===== src/rtl/cbc_pkg.sv =====
package cbc_pkg;
   localparam int unsigned DW        = 32;
   localparam int unsigned CTRL_IDX  = 0;
   localparam int unsigned STAT_IDX  = 1;
   localparam int unsigned MASK_IDX  = 2;
   localparam int unsigned BOOT_BASE = 6;
   localparam int unsigned SUB1_BIT  = 4;
   localparam int unsigned SUB2_BIT  = 12;
   localparam int unsigned CRST_LO   = 13;
   localparam int unsigned CEN_LO    = 22;
   localparam logic [DW-1:0] CTRL_INIT = 32'h0000_0521;
   localparam logic [DW-1:0] STAT_INIT = 32'h0000_0001;
   localparam logic [DW-1:0] MASK_INIT = 32'h0000_001F;

   function automatic logic [DW-1:0] init_of(input int unsigned idx);
      if (idx == CTRL_IDX) return CTRL_INIT;
      if (idx == STAT_IDX) return STAT_INIT;
      if (idx == MASK_IDX) return MASK_INIT;
      return '0;
   endfunction
endpackage


===== src/rtl/cbc_regs.sv =====
module cbc_regs
   import cbc_pkg::*;
#(
   parameter int unsigned NREGS = 12,
   parameter int unsigned IDX_W = 10
) (
   input  logic                clk,
   input  logic                rst_n,
   input  logic                wr_ok,
   input  logic [IDX_W-1:0]    wr_idx,
   input  logic [DW-1:0]       wr_data,
   input  logic [DW-1:0]       ctrl_wval,
   input  logic [DW-1:0]       ctrl_clr,
   input  logic [IDX_W-1:0]    rd_idx,
   output logic [DW-1:0]       rd_data,
   output logic [NREGS*DW-1:0] regs_flat
);
   generate
      for (genvar i = 0; i < NREGS; i++) begin : g_reg
         localparam logic [DW-1:0] INIT = init_of(i);
         logic [DW-1:0] q;
         logic          hit;
         assign hit = wr_ok && (wr_idx == IDX_W'(i));
         if (i == CTRL_IDX) begin : g_ctrl
            always_ff @(posedge clk or negedge rst_n) begin
               if (!rst_n) q <= INIT;
               else        q <= (hit ? ctrl_wval : q) & ~ctrl_clr;
            end
         end else begin : g_plain
            always_ff @(posedge clk or negedge rst_n) begin
               if (!rst_n)   q <= INIT;
               else if (hit) q <= wr_data;
            end
         end
         assign regs_flat[i*DW +: DW] = q;
      end
   endgenerate

   always_comb begin
      rd_data = '0;
      for (int i = 0; i < NREGS; i++)
         if (rd_idx == IDX_W'(i)) rd_data = regs_flat[i*DW +: DW];
   end
endmodule


===== src/rtl/cbc_ctrl_eval.sv =====
module cbc_ctrl_eval
   import cbc_pkg::*;
#(
   parameter int unsigned NCORES = 4
) (
   input  logic              wr,
   input  logic [DW-1:0]     old_v,
   input  logic [DW-1:0]     new_v,
   output logic [DW-1:0]     store_v,
   output logic [NCORES-1:0] on_m,
   output logic [NCORES-1:0] off_m,
   output logic [NCORES-1:0] rst_m,
   output logic [1:0]        sub_m
);
   logic [DW-1:0]     chg;
   logic [NCORES-1:0] en_chg;

   assign chg = wr ? (old_v ^ new_v) : '0;

   assign en_chg[0] = 1'b0;
   assign on_m[0]   = 1'b0;
   assign off_m[0]  = 1'b0;

   generate
      for (genvar c = 1; c < NCORES; c++) begin : g_en
         assign en_chg[c] = chg[CEN_LO+c-1];
         assign on_m[c]   = en_chg[c] &  new_v[CEN_LO+c-1];
         assign off_m[c]  = en_chg[c] & ~new_v[CEN_LO+c-1];
      end
      for (genvar c = 0; c < NCORES; c++) begin : g_rst
         assign rst_m[c] = chg[CRST_LO+c] & ~en_chg[c];
      end
   endgenerate

   assign sub_m = {chg[SUB2_BIT], chg[SUB1_BIT]};

   always_comb begin
      store_v           = new_v;
      store_v[SUB1_BIT] = new_v[SUB1_BIT] & ~chg[SUB1_BIT];
      store_v[SUB2_BIT] = new_v[SUB2_BIT] & ~chg[SUB2_BIT];
   end
endmodule


===== src/rtl/cbc_pulse_out.sv =====
module cbc_pulse_out
   import cbc_pkg::*;
#(
   parameter int unsigned NCORES = 4,
   parameter int unsigned NREGS  = 12
) (
   input  logic                 clk,
   input  logic                 rst_n,
   input  logic [NCORES-1:0]    on_m,
   input  logic [NCORES-1:0]    off_m,
   input  logic [NCORES-1:0]    rst_m,
   input  logic [1:0]           sub_m,
   input  logic [NREGS*DW-1:0]  regs_flat,
   output logic [NCORES-1:0]    pwr_on_req,
   output logic [NCORES-1:0]    pwr_off_req,
   output logic [NCORES-1:0]    core_rst_req,
   output logic [1:0]           sub_rst_req,
   output logic [NCORES*DW-1:0] boot_entry,
   output logic [NCORES*DW-1:0] boot_arg
);
   always_ff @(posedge clk or negedge rst_n) begin
      if (!rst_n) begin
         pwr_on_req   <= '0;
         pwr_off_req  <= '0;
         core_rst_req <= '0;
         sub_rst_req  <= '0;
      end else begin
         pwr_on_req   <= on_m;
         pwr_off_req  <= off_m;
         core_rst_req <= rst_m;
         sub_rst_req  <= sub_m;
      end
   end

   generate
      for (genvar c = 0; c < NCORES; c++) begin : g_lane
         if (c == 0) begin : g_boot0
            assign boot_entry[0 +: DW] = '0;
            assign boot_arg[0 +: DW]   = '0;
         end else begin : g_bootn
            localparam int unsigned EI = BOOT_BASE + 2*(c-1);
            localparam int unsigned AI = EI + 1;
            logic [DW-1:0] e_q, a_q;
            always_ff @(posedge clk or negedge rst_n) begin
               if (!rst_n) begin
                  e_q <= '0;
                  a_q <= '0;
               end else if (on_m[c]) begin
                  e_q <= regs_flat[EI*DW +: DW];
                  a_q <= regs_flat[AI*DW +: DW];
               end else begin
                  e_q <= '0;
                  a_q <= '0;
               end
            end
            assign boot_entry[c*DW +: DW] = e_q;
            assign boot_arg[c*DW +: DW]   = a_q;
         end
      end
   endgenerate
endmodule


===== src/rtl/core_boot_ctl.sv =====
module core_boot_ctl
   import cbc_pkg::*;
#(
   parameter int unsigned NCORES = 4,
   parameter int unsigned ADDR_W = 12,
   parameter int unsigned NREGS  = 12
) (
   input  logic                 clk,
   input  logic                 rst_n,
   input  logic                 bus_sel,
   input  logic                 bus_we,
   input  logic [ADDR_W-1:0]    bus_addr,
   input  logic [31:0]          bus_wdata,
   output logic [31:0]          bus_rdata,
   input  logic [NCORES-1:0]    core_done,
   output logic [NCORES-1:0]    pwr_on_req,
   output logic [NCORES-1:0]    pwr_off_req,
   output logic [NCORES-1:0]    core_rst_req,
   output logic [NCORES*32-1:0] boot_entry,
   output logic [NCORES*32-1:0] boot_arg,
   output logic [1:0]           sub_rst_req
);
   localparam int unsigned IDX_W    = ADDR_W - 2;
   localparam int unsigned MIN_REGS = BOOT_BASE + 2*(NCORES-1);
   localparam logic [IDX_W:0] REG_LIM = (IDX_W+1)'(NREGS);

   initial begin
      if (NCORES < 2 || NCORES > 4)     $fatal(1, "NCORES must be 2..4");
      if (ADDR_W < 3)                   $fatal(1, "ADDR_W too small");
      if (NREGS < MIN_REGS)             $fatal(1, "NREGS too small for boot pairs");
      if (NREGS > (1 << IDX_W))         $fatal(1, "NREGS exceeds window");
   end

   logic [IDX_W-1:0]    idx;
   logic                in_rng, wr_ok, ctrl_wr;
   logic [DW-1:0]       ctrl_q, ctrl_wval, clr_mask;
   logic [NREGS*DW-1:0] regs_flat;
   logic [NCORES-1:0]   on_m, off_m, rst_m;
   logic [1:0]          sub_m;
   logic [DW-1:0]       rd_raw;

   assign idx     = bus_addr[ADDR_W-1:2];
   assign in_rng  = {1'b0, idx} < REG_LIM;
   assign wr_ok   = bus_sel & bus_we & in_rng;
   assign ctrl_wr = wr_ok & (idx == IDX_W'(CTRL_IDX));
   assign ctrl_q  = regs_flat[CTRL_IDX*DW +: DW];

   always_comb begin
      clr_mask = '0;
      for (int c = 0; c < NCORES; c++) clr_mask[CRST_LO+c] = core_done[c];
   end

   cbc_ctrl_eval #(.NCORES(NCORES)) u_eval (
      .wr(ctrl_wr), .old_v(ctrl_q), .new_v(bus_wdata), .store_v(ctrl_wval),
      .on_m(on_m), .off_m(off_m), .rst_m(rst_m), .sub_m(sub_m)
   );

   cbc_regs #(.NREGS(NREGS), .IDX_W(IDX_W)) u_regs (
      .clk(clk), .rst_n(rst_n), .wr_ok(wr_ok), .wr_idx(idx), .wr_data(bus_wdata),
      .ctrl_wval(ctrl_wval), .ctrl_clr(clr_mask), .rd_idx(idx), .rd_data(rd_raw),
      .regs_flat(regs_flat)
   );

   assign bus_rdata = in_rng ? rd_raw : '0;

   cbc_pulse_out #(.NCORES(NCORES), .NREGS(NREGS)) u_out (
      .clk(clk), .rst_n(rst_n), .on_m(on_m), .off_m(off_m), .rst_m(rst_m),
      .sub_m(sub_m), .regs_flat(regs_flat), .pwr_on_req(pwr_on_req),
      .pwr_off_req(pwr_off_req), .core_rst_req(core_rst_req),
      .sub_rst_req(sub_rst_req), .boot_entry(boot_entry), .boot_arg(boot_arg)
   );
endmodule


===== config.mk =====
export PLATFORM = sky130hd
export DESIGN_NAME = core_boot_ctl
export DESIGN_NICKNAME = d
export VERILOG_FILES = /design/src/rtl/cbc_pkg.sv /design/src/rtl/cbc_regs.sv /design/src/rtl/cbc_ctrl_eval.sv /design/src/rtl/cbc_pulse_out.sv /design/src/rtl/core_boot_ctl.sv
export SDC_FILE = /design/constraint.sdc
export NUM_CORES = 1
export LEC_CHECK = 0
export CORE_MARGIN = 2
export CORE_UTILIZATION = 45
export DETAILED_ROUTE_END_ITERATION = 10
export DONT_BUFFER_PORTS = 1
export PLACE_DENSITY = 0.59
export REMOVE_ABC_BUFFERS = 1
export SYNTH_ARGS = -nofsm -noshare
export SYNTH_HDL_FRONTEND = slang
export SYNTH_SLANG_ARGS = --single-unit

===== constraint.sdc =====
create_clock -name clk -period 4.1 [get_ports clk]
set_clock_uncertainty 0.05 [all_clocks]
set_input_delay 0.41 -clock clk [delete_from_list [all_inputs] [get_ports clk]]
set_output_delay 0.41 -clock clk [all_outputs]
set_load 0.05 [all_outputs]

After elaboration in Yosys (flattened, before gate mapping)

Cells that the tools add are included.

Output and inout bits: 302
Logic and storage cells: 93
Bits of input ports: 52
Register bits: 588

Eq/ne operators: 11
Bitwise logic cells: 25
Muxes and demuxes: 21
$lt $le $gt $ge: 1
Reduce and logical (&&, ||, !) cells: 13

Operator list:

| operator              | number |
|---|---|
| $mux W32              | 20 |
| $eq A10 B3 Y1 const B | 4 |
| $eq A10 B4 Y1 const B | 4 |
| $and A32 B32 Y32      | 1 |
| $not A17 Y32          | 1 |
| $mux W25              | 1 |
| $xor A25 B25 Y25      | 1 |
| $eq A10 B2 Y1 const B | 2 |
| $and A1 B1 Y1         | 14 |
| $logic_and A1 B1 Y1   | 12 |
| $eq A10 B1 Y1 const B | 1 |
| $logic_not A10 Y1     | 1 |
| $lt A10 B4 Y1 const B | 1 |
| $not A1 Y1            | 8 |

Longest topological paths before layout

Gate-level depths: netlist (run 1).

Depth in word-level cells: 14
Gate-level depth with buffers: 10

Cells and area by module

Synthesis (run 1) repeated with hierarchy kept, for this count alone.

Cell total of the unflattened synthesis: 2053
Area total of the unflattened synthesis: 26136.3 um2

By module, submodules not included:

| module        | times used | cells an instance | area an instance (um2) |
|---|---|---|---|
| cbc_regs      | 1          | 1434              | 18034.8 |
| cbc_pulse_out | 1          | 481               | 7100.6 |
| core_boot_ctl | 1          | 79                | 545.5 |
| cbc_ctrl_eval | 1          | 59                | 455.4 |

Worst setup path after synthesis (run 1)

Ideal clock, no wire load.

Path kind: input to output
Start: input port bus_addr[4]
End: output port bus_rdata[16]
Setup slack: 0.678 ns
Data arrival time: 2.962 ns
Stages on the path: 8
Data required time: 3.640 ns
Path buffers: 2
Cell sequence: buf_2 -> nor4_2 -> nand2_2 -> nor2_1 -> buf_2 -> a222oi_1 -> and3_1 -> nor3_1

Cells in the longest elaborated chain, start to end: 14

RTL lines:

| element                 | RTL line            | text |
|---|---|---|
| start: declaration      | core_boot_ctl.sv:12 | `input logic [ADDR_W-1:0] bus_addr,` |
| $logic_not A10 Y1       | cbc_regs.sv:42      | `if (rd_idx == IDX_W'(i)) rd_data = regs_flat[i*DW +: DW];` |
| $mux W32 (12 in series) | cbc_regs.sv:42      |  |
| $mux W32 (*)            | core_boot_ctl.sv:64 | `assign bus_rdata = in_rng ? rd_raw : '0;` |
| end: declaration        | core_boot_ctl.sv:14 | `output logic [31:0] bus_rdata,` |

Every way passes the cells marked *; elsewhere a longest branch is shown, timed or not.

Worst setup path in the final report (run 1)

Start: input port bus_addr[2]
End: output port bus_rdata[1]

Same word-level chain as after synthesis.

==> metrics.md, run 1 <==
| Metric | Value |
|---|---|
| Largest stage delay on the critical path | `approximately 0.71 ns` |
| CP Data Arrival Time | `between 2 and 3 ns` |
| Worst setup EP type | `primary output` |
| Drt first pass iters | `6` |
| Measured slew at the worst slew-check pin | `1.11 ns` |
| DRC | `0` |
| Hold_buf cts | `40` |
| Die width | `241 µm` |
| Die Y-Extent | `241 µm` |
| Synth warnings | `0` |
| HPWL after DPL | `45.2 mm` |
| Ys async rst share | `between 90% and 100%` |
| Nets | `2059` |
| Setup TNS | `0 ns` |
| Net Sw Frac | `22.0%` |
| Top delay family on crit path | `compound AO/OA/AOI/OAI gates` |
| Routed len/inst | `26.1 µm` |
| Longest Clk Path Bufs | `3` |
| Min Hold Slack | `-0.538 ns` |
| Number of buffers created by CTS | `66` |
| Main combinational cell family by area after synthesis | `multiplexers` |
| Final Hold Vio Count | `581` |
| Post-synthesis simple-gate area fraction | `9.32%` |
| CTS root buffer | `clkbuf_16` |
| Core Area | `around 56000 µm²` |
| Leakage power | `between 10 and 15 nW` |
| Fmax | `just over 300 MHz` |
| GRT Overall Usage | `between 20% and 30%` |
| Vias per Instance | `5.67` |
| Layout Cells excl Fill | `2809` |
| H-tree levels | `3` |
| Resized cells post-CTS | `0` |
| Synth Area in Compound Gates | `7.20%` |
| Multi-input logic area | `9640 µm²` |
| Via count | `15900` |
| Ports | `354` |
| Fin crit share | `78.9%` |
| Comb pwr share | `3.2%` |
| Vias in the first global route | `16500` |
| Crit path max fanout | `94` |
| Violated checks | `negative hold slack` |
| P&R area growth vs syn | `13.3%` |
| Fill cells | `4876` |
| Setup violators final | `0` |
| Placer congestion estimate | `between 0.8 and 0.9` |
| FF/Latch Area | `14700 µm²` |
| R2r setup slk | `around 2.4 ns` |
| Antenna violations before repair | `3` |
| Site row count | `87` |
| Dpl cells | `around 2700` |
| Sequential share of power | `48.0%` |
| Crit path kind | `in2out` |
| Top_reg_cell synth | `dfrtp_1` |
| Post-route minimum period | `approximately 3.2 ns` |
| PD cells | `422 nW/µm²` |
| Initial Utilization | `45.2%` |
| Top cell by count, worst path | `buf_4` |
| RSZ-0062 raised after global routing | `false` |
| Synthesized netlist cell count | `1958` |
| Xor/xnor share of the synthesized area | `less than 1%` |
| Worst setup SP type | `input pin` |
| Outcome | `complete, but fails checks` |
| Clk pin slew, worst setup/hold paths | `0.06 ns` |
| Max-Cap Viols | `0` |
| Worst vdd ir | `0.000315 V` |
| Worst-Skew Late Latency | `0.61 ns` |
| PortBufs | `0` |
| Cell Chain, Critical Path | `nand2b_1 > buf_4 > o21ai_0 > a22oi_1 > o221ai_1 > a31oi_1 > buf_4` |
| Final wirelength | `73.3 mm` |
| Worst Path Buf+Inv | `2` |
| Clk pwr share | `48.9%` |
| Syn Std Cell Area | `between 20000 and 30000 µm²` |
| Avg Inst Size Synth | `13.0 µm²` |
| CTS tree | `yes` |
| Psw | `~2.7 mW` |
| Slowest CP cell | `nand2b_1` |
| Post-synth EDFFs | `0` |
| P_int | `9.45 mW` |
| DRT antenna net count | `0` |
| DR iter-0 viols | `1246` |
| Die area | `58300 µm²` |
| Post-synthesis sequential element count | `588` |
| Post-CTS setup buffers | `0` |
| Area share of fa/ha/maj cells after synthesis | `0%` |
| Share of post-route cells with drive strength above 1 | `30.0%` |
| Required time of the critical path | `roughly 3.6 ns` |
| Sequential-to-total area share from yosys stat | `58.1%` |
| GR Overflow Total | `0` |
| Global-route wire length before repair | `108 mm` |
| Largest net degree at the start of global routing | `589` |
| Slew Limit Fails | `0` |
| Synth cell types | `between 60 and 70` |
| Clk sink count | `a little under 600` |
| Worst hold path type | `in2async` |
| Max_slew headroom | `26.0%` |
| Multiplexer area fraction after synthesis | `19.9%` |
==> path summary, 6_finish.rpt <==
check	cells after the start	end	startpoint
max in group asynchronous	0	u_regs.g_reg[11].q[31]	rst_n
setup / recovery	7	bus_rdata[1]	bus_addr[2]
setup reg to reg	3	u_out.g_lane[2].g_bootn.e_q[22]	u_regs.g_reg[0].q[23]
hold reg to reg	1	u_out.g_lane[1].g_bootn.a_q[31]	u_regs.g_reg[7].q[31]
min in group clk	2	u_out.pwr_on_req[2]	bus_wdata[23]
hold / removal	0	u_out.g_lane[2].g_bootn.e_q[14]	rst_n
==> per-stage QoR <==
stage | util (%) | setup slack (ns) | cell area [µm²] | power, mW | hold WS [ns]
after CTS | 51.2 | 0.896 | 28700 | 12.2 | -0.563
after global placement | 46.7 | 0.895 | 26200 | 6.21 | 0.0831
after global routing | 51.3 | 0.754 | 28700 | 12.5 | -0.561
final | 51.3 | 0.864 | 28700 | 12.1 | -0.538
after detailed placement | 46.7 | 0.890 | 26200 | 6.21 | 0.0855
after floorplan | - | -0.713 | 24300 | 6.15 | 0.0644
==> cell usage after synthesis, types with 7 or more instances <==
master	instances	area, µm²
nand3_1	7	35.0
mux2_1	21	236
o21ai_0	64	320
a22oi_1	16	120
o22ai_1	43	269
clkbuf_1	47	176
buf_6	16	180
and2_1	193	1210
mux4_2	7	158
buf_1	28	105
buf_4	83	623
dfstp_2	10	263
o221ai_1	8	70.1
nand2_1	62	233
a32oi_1	8	70.1
clkbuf_2	19	95.1
buf_2	24	120
nor3_1	15	75.1
mux2i_1	57	571
a21oi_1	61	305
a222oi_1	12	120
a221oi_1	7	61.3
mux2_2	362	4080
nor2_1	74	278
a21o_1	11	82.6
dfrtp_1	578	14500
and3_1	14	87.6
==> per-layer routing <==
metal  global-route usage, %  wire length (µm)  up-vias
li1                        -                 -     6846
met4                    8.44              1950        2
met1                    34.2             31600     8417
met3                    5.90              5130      112
met5                       0                13        -
met2                    40.2             34600      539
==> sequential cells by signal, indices dropped and copies added, names as in the netlist <==
name and cells:
u_out.g_lane.g_bootn.e_q 96, u_out.pwr_on_req 3, u_out.core_rst_req 4, u_regs.g.q 384
u_out.g_lane.g_bootn.a_q 96, u_out.pwr_off_req 3, u_out.sub_rst_req 2
==> final cells by class <==
class                           count  share of cell area (%)
Sequential cell                   588                    51.3
Multi-Input combinational cell   1213                    33.5
Clock buffer                       93                    6.78
Timing Repair Buffer              133                    4.30
Tap cell                          756                    3.29
Clock inverter                     20                   0.758
Inverter                            5                  0.0653
Antenna cell                        1                 0.00871
==> placed cells by master (no fill, tap or decap), types with 21 or more instances in the layout <==
cell / n
a21oi_1: 61
and2_1: 194
buf_4: 82
clkbuf_16: 69
conb_1: 66
dfrtp_1: 578
dlygate4sd3_1: 40
mux2_1: 21
mux2_2: 362
mux2i_1: 57
nand2_1: 62
nor2_1: 72
o21ai_0: 63
o22ai_1: 43
==> cells by family after synthesis <==
logic type	after synthesis
other	1
XOR/XNOR	9
multiplexers	447
AND/OR/NAND/NOR	413
AO/OA/AOI/OAI	278
flip-flops	588
buffers and inverters	222
==> power groups by stage <==
| stage | Clock (mW) | Sequential (mW) | Combinational [mW] |
|---|---|---|---|
| floorplan | 0 | 5.91 | 0.237 |
| global placement | 0 | 5.91 | 0.296 |
| detailed placement | 0 | 5.91 | 0.297 |
| CTS | 6.05 | 5.81 | 0.379 |
| global route | 6.31 | 5.81 | 0.407 |
| finish | 5.92 | 5.81 | 0.385 |
Note: power is estimated with default switching activity, not from simulation.
==> run 2: changes to the inputs <==
==> constraint.sdc (replaced) <==
create_clock -name clk -period 3.31 [get_ports clk]
set_clock_uncertainty 0.05 [all_clocks]
set_input_delay 0.331 -clock clk [delete_from_list [all_inputs] [get_ports clk]]
set_output_delay 0.331 -clock clk [all_outputs]
set_load 0.05 [all_outputs]
==> run 2 against run 1 <==
Effect of this change:
- cell area up 0.61%
- non-clock buffer count rose by 20
- the flow finishes with violations (negative hold slack, max-slew violations)
- sequential share of layout area down 0.31 points
- worst setup slack worse by 0.60 ns
- sequential cell count unchanged
- cell count rose by 0.50%
- global-route usage about the same
- die area stayed put
- first-iteration DRC count increased by 20%
- routed wire length rose by 0.43%
==> metrics.md, run 2 (synthesis results as in run 1) <==
| Metric | Value |
|---|---|
| Share of post-route cells with drive strength above 1 | `30.5% (+0.52 points)` |
| Resized cells post-CTS | `0 (unchanged)` |
| Die area | `58300 µm² (unchanged)` |
| Worst setup EP type | `primary output` |
| Worst setup SP type | `input pin` |
| Layout Cells excl Fill | `2823 (+0.50%)` |
| Hold_buf cts | `40 (unchanged)` |
| DP Area | `26400 µm² (+0.91%)` |
| Dpl cells | `2675 (+0.75%)` |
| Largest Register | `u_regs.g.q` |
| DRT antenna net count | `0 (unchanged)` |
| RSZ-0062 raised after global routing | `false` |
| Place WS | `0.372 ns (-0.518 ns)` |
| HPWL after DPL | `45.7 mm (+1.1%)` |
| Final wirelength | `73.6 mm (+0.43%)` |
| Max-Cap Viols | `0 (unchanged)` |
| Post-route minimum period | `~3 ns` |
| Via count | `16000 (+0.38%)` |
| Required time of the critical path | `2.93 ns (-0.71 ns)` |
| Design area | `28900 µm² (+0.61%)` |
| Final Hold Vio Count | `578 (-0.52%)` |
| Nets | `2073 (+0.68%)` |
| Violated checks | `negative hold slack, max-slew violations` |
| CP Data Arrival Time | `2.67 ns (-0.11 ns)` |
| Site row count | `87 (unchanged)` |
| Setup TNS | `0 ns (unchanged)` |
| Die width | `241 µm (unchanged)` |
| Vias in the first global route | `16300 (-0.84%)` |
| Clk pin slew, worst setup/hold paths | `0.07 ns (about the same)` |
| Worst Path Buf+Inv | `2 (unchanged)` |
| H-tree levels | `2 (-1)` |
| Die Y-Extent | `241 µm (unchanged)` |
| Max_slew headroom | `-9.50% (-35 points)` |
| Setup WS post-layout | `0.264 ns (-0.600 ns)` |
| Worst vdd ir | `0.000391 V (+24%)` |
| CTS root buffer | `clkbuf_16` |
| Largest stage delay on the critical path | `0.45 ns (-0.26 ns)` |
| Ports | `354 (unchanged)` |
| Global-route wire length before repair | `108 mm (-0.32%)` |
| DRC | `0 (unchanged)` |
| Worst-Skew Late Latency | `0.64 ns (+0.03 ns)` |
| Longest Clk Path Bufs | `3 (unchanged)` |
| Measured slew at the worst slew-check pin | `1.64 ns (+0.532 ns)` |
| Top cell by count, worst path | `buf_4` |
| Slowest CP cell | `or3_1` |
| Clk sink count | `588 (unchanged)` |
| Number of buffers created by CTS | `60 (-9.1%)` |
| Slew Limit Fails | `189 (+189)` |
| Antenna violations before repair | `5 (+2)` |
| Largest net degree at the start of global routing | `589 (unchanged)` |
| Crit path kind | `in2out` |
| Routed len/inst | `26.1 µm (about the same)` |
| Fmax | `328 MHz` |
| PD cells | `517 nW/µm² (+23%)` |
| Max reg flops | `384 (unchanged)` |
| P&R area growth vs syn | `14.0%` |
| Initial Utilization | `45.2% (unchanged)` |
| Vias per Instance | `5.66 (-0.11%)` |
| Drt first pass iters | `8 (+2)` |
| Min Hold Slack | `-0.645 ns (-0.106 ns)` |
| Placer congestion estimate | `0.814 (-1.5%)` |
| Top delay family on crit path | `simple AND/OR/NAND/NOR gates` |
| Core Area | `56100 µm² (unchanged)` |
| GRT Overall Usage | `25.3% (-0.034 points)` |
| DR iter-0 viols | `1494 (+20%)` |
| Worst hold path type | `in2async` |
| Most common cell after layout, fill and taps aside | `dfrtp_1` |
| Most frequent cells in the layout | `578 x dfrtp_1, 362 x mux2_2, 194 x and2_1` |
| Fin crit share | `92.0%` |
| GR Overflow Total | `0 (unchanged)` |
| Crit path max fanout | `46 (-51%)` |
| Post-CTS setup buffers | `0 (unchanged)` |
| Setup violators final | `0 (unchanged)` |
| Outcome | `complete, but fails checks` |
| Largest regs | `u_regs.g.q x384, u_out.g_lane.g_bootn.a_q x96, u_out.g_lane.g_bootn.e_q x96` |
| PortBufs | `0 (unchanged)` |
| Cell Chain, Critical Path | `nor2b_2 > buf_4 > nand3_1 > or3_1 > a32o_1 > a22oi_1 > a21oi_1 > buf_4` |
| Leakage power | `14.1 nW (+0.48%)` |
| CTS tree | `yes` |
[run 2: changes by cell type in the layout (fill, tap and decap cells not counted), moves of 3 or more]
cell / previous run / this run
buf_4: 82 / 95
clkinvlp_4: 1 / 4
clkbuf_8: 13 / 8
buf_12: 11 / 18
bufinv_16: 4 / 11
clkbuf_16: 69 / 60
[run 2: metal layers]
metal / wire length [µm] / vias to the layer above / GRT usage (%)
met3: 4780 / 130 / 5.23
li1: - / 6868 / -
met2: 34900 / 553 / 40.2
met4: 2070 / 4 / 7.80
met1: 31800 / 8422 / 34.8
met5: 18 / - / 0
[run 2: cell type report]
cell class,count,area (µm²)
timing repair buffer,153,1470
multi-input combinational,1213,9640
clock buffer,78,1650
tap,756,946
inverter,5,18.8
fill,4877,27200
sequential,588,14700
clock inverter,29,453
antenna,1,2.50
[run 2: path summary, 6_finish.rpt]
| path | slack (ns) | start | cells past startpoint | endpoint |
|---|---|---|---|---|
| max in group asynchronous | 2.53 | rst_n | 0 | u_out.g_lane[2].g_bootn.a_q[18] |
| min reg2reg | 0.43 | u_regs.g_reg[5].q[22] | 1 | u_regs.g_reg[5].q[22] |
| min in group clk | 0.11 | bus_wdata[23] | 2 | u_out.pwr_on_req[2] |
| min | -0.64 | rst_n | 0 | u_out.pwr_on_req[2] |
| max | 0.26 | bus_addr[4] | 8 | bus_rdata[17] |
| max reg2reg | 1.72 | u_regs.g_reg[0].q[24] | 3 | u_out.g_lane[3].g_bootn.e_q[12] |
[run 2: power by group]
part	switching, mW	internal [mW]	leakage (nW)
Clock	2.90	4.35	1.02
Sequential	0.00220	7.19	8.18
Combinational	0.373	0.114	4.92
[run 2: metrics by stage]
stage / power, mW / util (%)
6_report: 14.9 / 51.6
5_1_grt: 15.4 / 51.6
4_1_cts: 15.1 / 51.6
3_5_place_dp: 7.70 / 47.1
3_3_place_gp: 7.70 / 47.1
2_1_floorplan: 7.62 / -
==> run 3: changes to the inputs <==
--- a/config.mk
+++ b/config.mk
@@ -5,11 +5,12 @@
 export SDC_FILE = /design/constraint.sdc
 export NUM_CORES = 1
 export LEC_CHECK = 0
+export ABC_AREA = 1
 export CORE_MARGIN = 2
-export CORE_UTILIZATION = 45
+export CORE_UTILIZATION = 42
 export DETAILED_ROUTE_END_ITERATION = 10
 export DONT_BUFFER_PORTS = 1
-export PLACE_DENSITY = 0.59
+export PLACE_DENSITY = 0.55
 export REMOVE_ABC_BUFFERS = 1
 export SYNTH_ARGS = -nofsm -noshare
 export SYNTH_HDL_FRONTEND = slang
==> run 3 against run 2 <==
Effect of this change:
- the flow still finishes with violations (negative hold slack, max-slew violations)
- global-route usage decreased by 1.6 points
- register-to-register slack lost 0.24 ns
- cell count up 29%
- area after synthesis decreased by 2.1%
- clock power down 6.5%
- maximum frequency up 3.3%
- worst hold slack better by 0.0097 ns
- sequential cell count unchanged
- critical path depth is 3 higher
- routed wire length shrank 2.5%
==> metrics.md, run 3 <==
| Metric | Value |
|---|---|
| Post-CTS setup buffers | `0 (unchanged)` |
| PortBufs | `0 (unchanged)` |
| Synth top area cells | `dfrtp_1 58%, nand2_1 9.3%, inv_1 5.0%, o21ai_0 4.8%, o21ai_1 4.2%` |
| Avg Inst Size Synth | `8.77 µm² (-32%)` |
| Sequential-to-total area share from yosys stat | `59.3% (+1.2 points)` |
| Via count | `18700 (+17%)` |
| Design Power | `14.3 mW (-4.1%)` |
| Vias in the first global route | `17900 (+9.8%)` |
| Final wirelength | `71.8 mm (-2.5%)` |
| GRT Overall Usage | `23.6% (-1.6 points)` |
| HPWL after DPL | `44.3 mm (-2.9%)` |
| CTS tree | `yes` |
| Routed len/inst | `19.7 µm (-24%)` |
| Die Y-Extent | `247 µm (+2.4%)` |
| Drt first pass iters | `6 (-2)` |
| Required time of the critical path | `2.93 ns (about the same)` |
| Crit path max fanout | `20 (-57%)` |
| Max reg flops | `384 (unchanged)` |
| Clk pin slew, worst setup/hold paths | `0.06 ns (about the same)` |
| Measured slew at the worst slew-check pin | `1.90 ns (+0.259 ns)` |
| Ports | `354 (unchanged)` |
| Min Hold Slack | `-0.635 ns (+0.00967 ns)` |
| Synthesized netlist cell count | `2833 (+45%)` |
| Violated checks | `negative hold slack, max-slew violations` |
| Commonest cells in the netlist | `612 x nand2_1, 578 x dfrtp_1, 334 x inv_1, 271 x nor2_1, 239 x o21ai_0` |
| Leakage power | `12.6 nW (-11%)` |
| Post-synthesis sequential element count | `588 (unchanged)` |
| Most numerous cell in the Yosys netlist | `nand2_1` |
| P&R area growth vs syn | `11.3%` |
| Synth top area share | `58.2% (+1.2 points)` |
| Worst setup SP type | `input pin` |
| Fmax | `339 MHz (+3.3%)` |
| Nets | `2868 (+38%)` |
| Site row count | `89 (+2.3%)` |
| Slew Limit Fails | `241 (+28%)` |
| Share of post-route cells with drive strength above 1 | `8.45% (-22 points)` |
| Top_reg_cell synth | `dfrtp_1` |
| Worst setup EP type | `primary output` |
| DRT antenna net count | `0 (unchanged)` |
| H-tree levels | `2 (unchanged)` |
| Vias per Instance | `5.13 (-9.3%)` |
| DR iter-0 viols | `1937 (+30%)` |
| Placer congestion estimate | `0.840 (+3.3%)` |
| Synth cell types | `35 (-47%)` |
| Setup violators final | `0 (unchanged)` |
| Die area | `61100 µm² (+4.8%)` |
| Layout Cells excl Fill | `3637 (+29%)` |
| Clk sink count | `588 (unchanged)` |
| Outcome | `complete, but fails checks` |
| Post-route minimum period | `2.95 ns (-0.0967 ns)` |
| GR Overflow Total | `0 (unchanged)` |
| Most common cell after layout, fill and taps aside | `nand2_1` |
| CP Data Arrival Time | `2.57 ns (-0.10 ns)` |
| Number of buffers created by CTS | `60 (unchanged)` |
| Initial Utilization | `42.3% (-2.9 points)` |
| Max-Cap Viols | `0 (unchanged)` |
| PD cells | `518 nW/µm² (+0.31%)` |
| Largest Register | `u_regs.g.q` |
| Crit path kind | `in2out` |
| RSZ-0062 raised after global routing | `false` |
| CTS root buffer | `clkbuf_16` |
| Largest net degree at the start of global routing | `589 (unchanged)` |
| Core Area | `58700 µm² (+4.7%)` |
| Final Hold Vio Count | `579 (+0.17%)` |
| Global-route wire length before repair | `109 mm (+0.99%)` |
| Ys async rst share | `100% (unchanged)` |
| Largest area contributor in the netlist | `dfrtp_1` |
| Place WS | `0.275 ns (-0.0970 ns)` |
| Antenna violations before repair | `2 (-3)` |
| Synth warnings | `0 (unchanged)` |
| Worst-Skew Late Latency | `0.61 ns (-0.03 ns)` |
| Largest regs | `u_regs.g.q x384, u_out.g_lane.g_bootn.a_q x96, u_out.g_lane.g_bootn.e_q x96` |
| Max_slew headroom | `-26.8% (-17 points)` |
| Resized cells post-CTS | `0 (unchanged)` |
| Longest Clk Path Bufs | `3 (unchanged)` |
| Hold_buf cts | `20 (-50%)` |
| Die width | `247 µm (+2.4%)` |
| Dpl cells | `3507 (+31%)` |
| DRC | `0 (unchanged)` |
| ANT cells | `0 (-1)` |
| Worst vdd ir | `0.000405 V (+3.7%)` |
| Syn Std Cell Area | `24800 µm² (-2.1%)` |
| Fin crit share | `89.1% (-2.9 points)` |
| Worst hold path type | `in2async` |
| Most frequent cells in the layout | `610 x nand2_1, 578 x dfrtp_1, 332 x inv_1` |
| Setup WS post-layout | `0.361 ns (+0.0967 ns)` |
| Post-synth EDFFs | `0 (unchanged)` |
==> run 3: cell types whose count changed in the layout (fill, tap and decap cells not counted), sizes merged, moves of 35 or more <==
cell	change
a21oi	+38
and2	-195
buf	-35
inv	+345
mux2	-383
mux2i	-57
nand2	+556
nand3	+126
nand4	+35
nor2	+202
o21ai	+382
o22ai	-43
==> run 3: area by class of cell <==
cell class                      count  area, µm²
Timing Repair Buffer               98        923
Multi-Input combinational cell   1718       7730
Clock inverter                     21        185
Tap cell                          773        967
Fill cell                        5622      31000
Sequential cell                   588      14700
Inverter                          350       1320
Clock buffer                       89       1790
==> run 3: layer usage <==
layer / share of wire, % / track usage (%)
met1: 43 / 32.5
met2: 47 / 37.8
met3: 7.6 / 5.05
met4: 2.3 / 6.33
met5: 0 / 0
==> run 3: cell families after synthesis <==
group / after synthesis / share of synthesized area [%]
compound gates: 557 / 11.3
xor+xnor: 1 / 0.0353
buf+inv: 592 / 10.7
flops: 588 / 59.3
other cells: 1 / 0.0151
simple gates: 1094 / 18.6
==> run 3: final timing paths <==
check,start,endpoint,slack (ns),depth (start not counted)
min in group clk,bus_wdata[17],u_regs.g_reg[3].q[17],0.03,2
hold reg to reg,u_regs.g_reg[2].q[1],u_regs.g_reg[2].q[1],0.42,2
hold / removal,rst_n,u_out.g_lane[3].g_bootn.a_q[13],-0.63,0
setup / recovery,bus_addr[5],bus_rdata[27],0.36,11
setup reg to reg,u_regs.g_reg[0].q[22],u_out.g_lane[1].g_bootn.a_q[1],1.48,5
max in group asynchronous,rst_n,u_regs.g_reg[6].q[25],2.33,0
==> run 3: through the flow <==
step,setup TNS (ns),util [%],instance area (µm²)
after global routing,0,47.1,27600
after CTS,0,47.1,27600
after floorplan,-40.58,-,23700
final,0,47.1,27600
after detailed placement,0,43.4,25500
after global placement,0,43.4,25500
==> run 3: where the power goes <==
part | switching, mW | internal, mW | leakage (nW)
Combinational | 0.310 | 0.0357 | 3.45
Sequential | 0.000430 | 7.19 | 8.17
Clock | 2.84 | 3.95 | 0.986
==> run 3: worst max-delay path, cell delays in order <==
cell	delay, ns
nor2_4	0.40
buf_4	0.36
nand3_1	0.43
nor2_1	0.20
nor2_1	0.08
nand3_1	0.07
nand2_1	0.06
nand3_1	0.14
o21bai_1	0.08
a21oi_1	0.17
buf_4	0.23
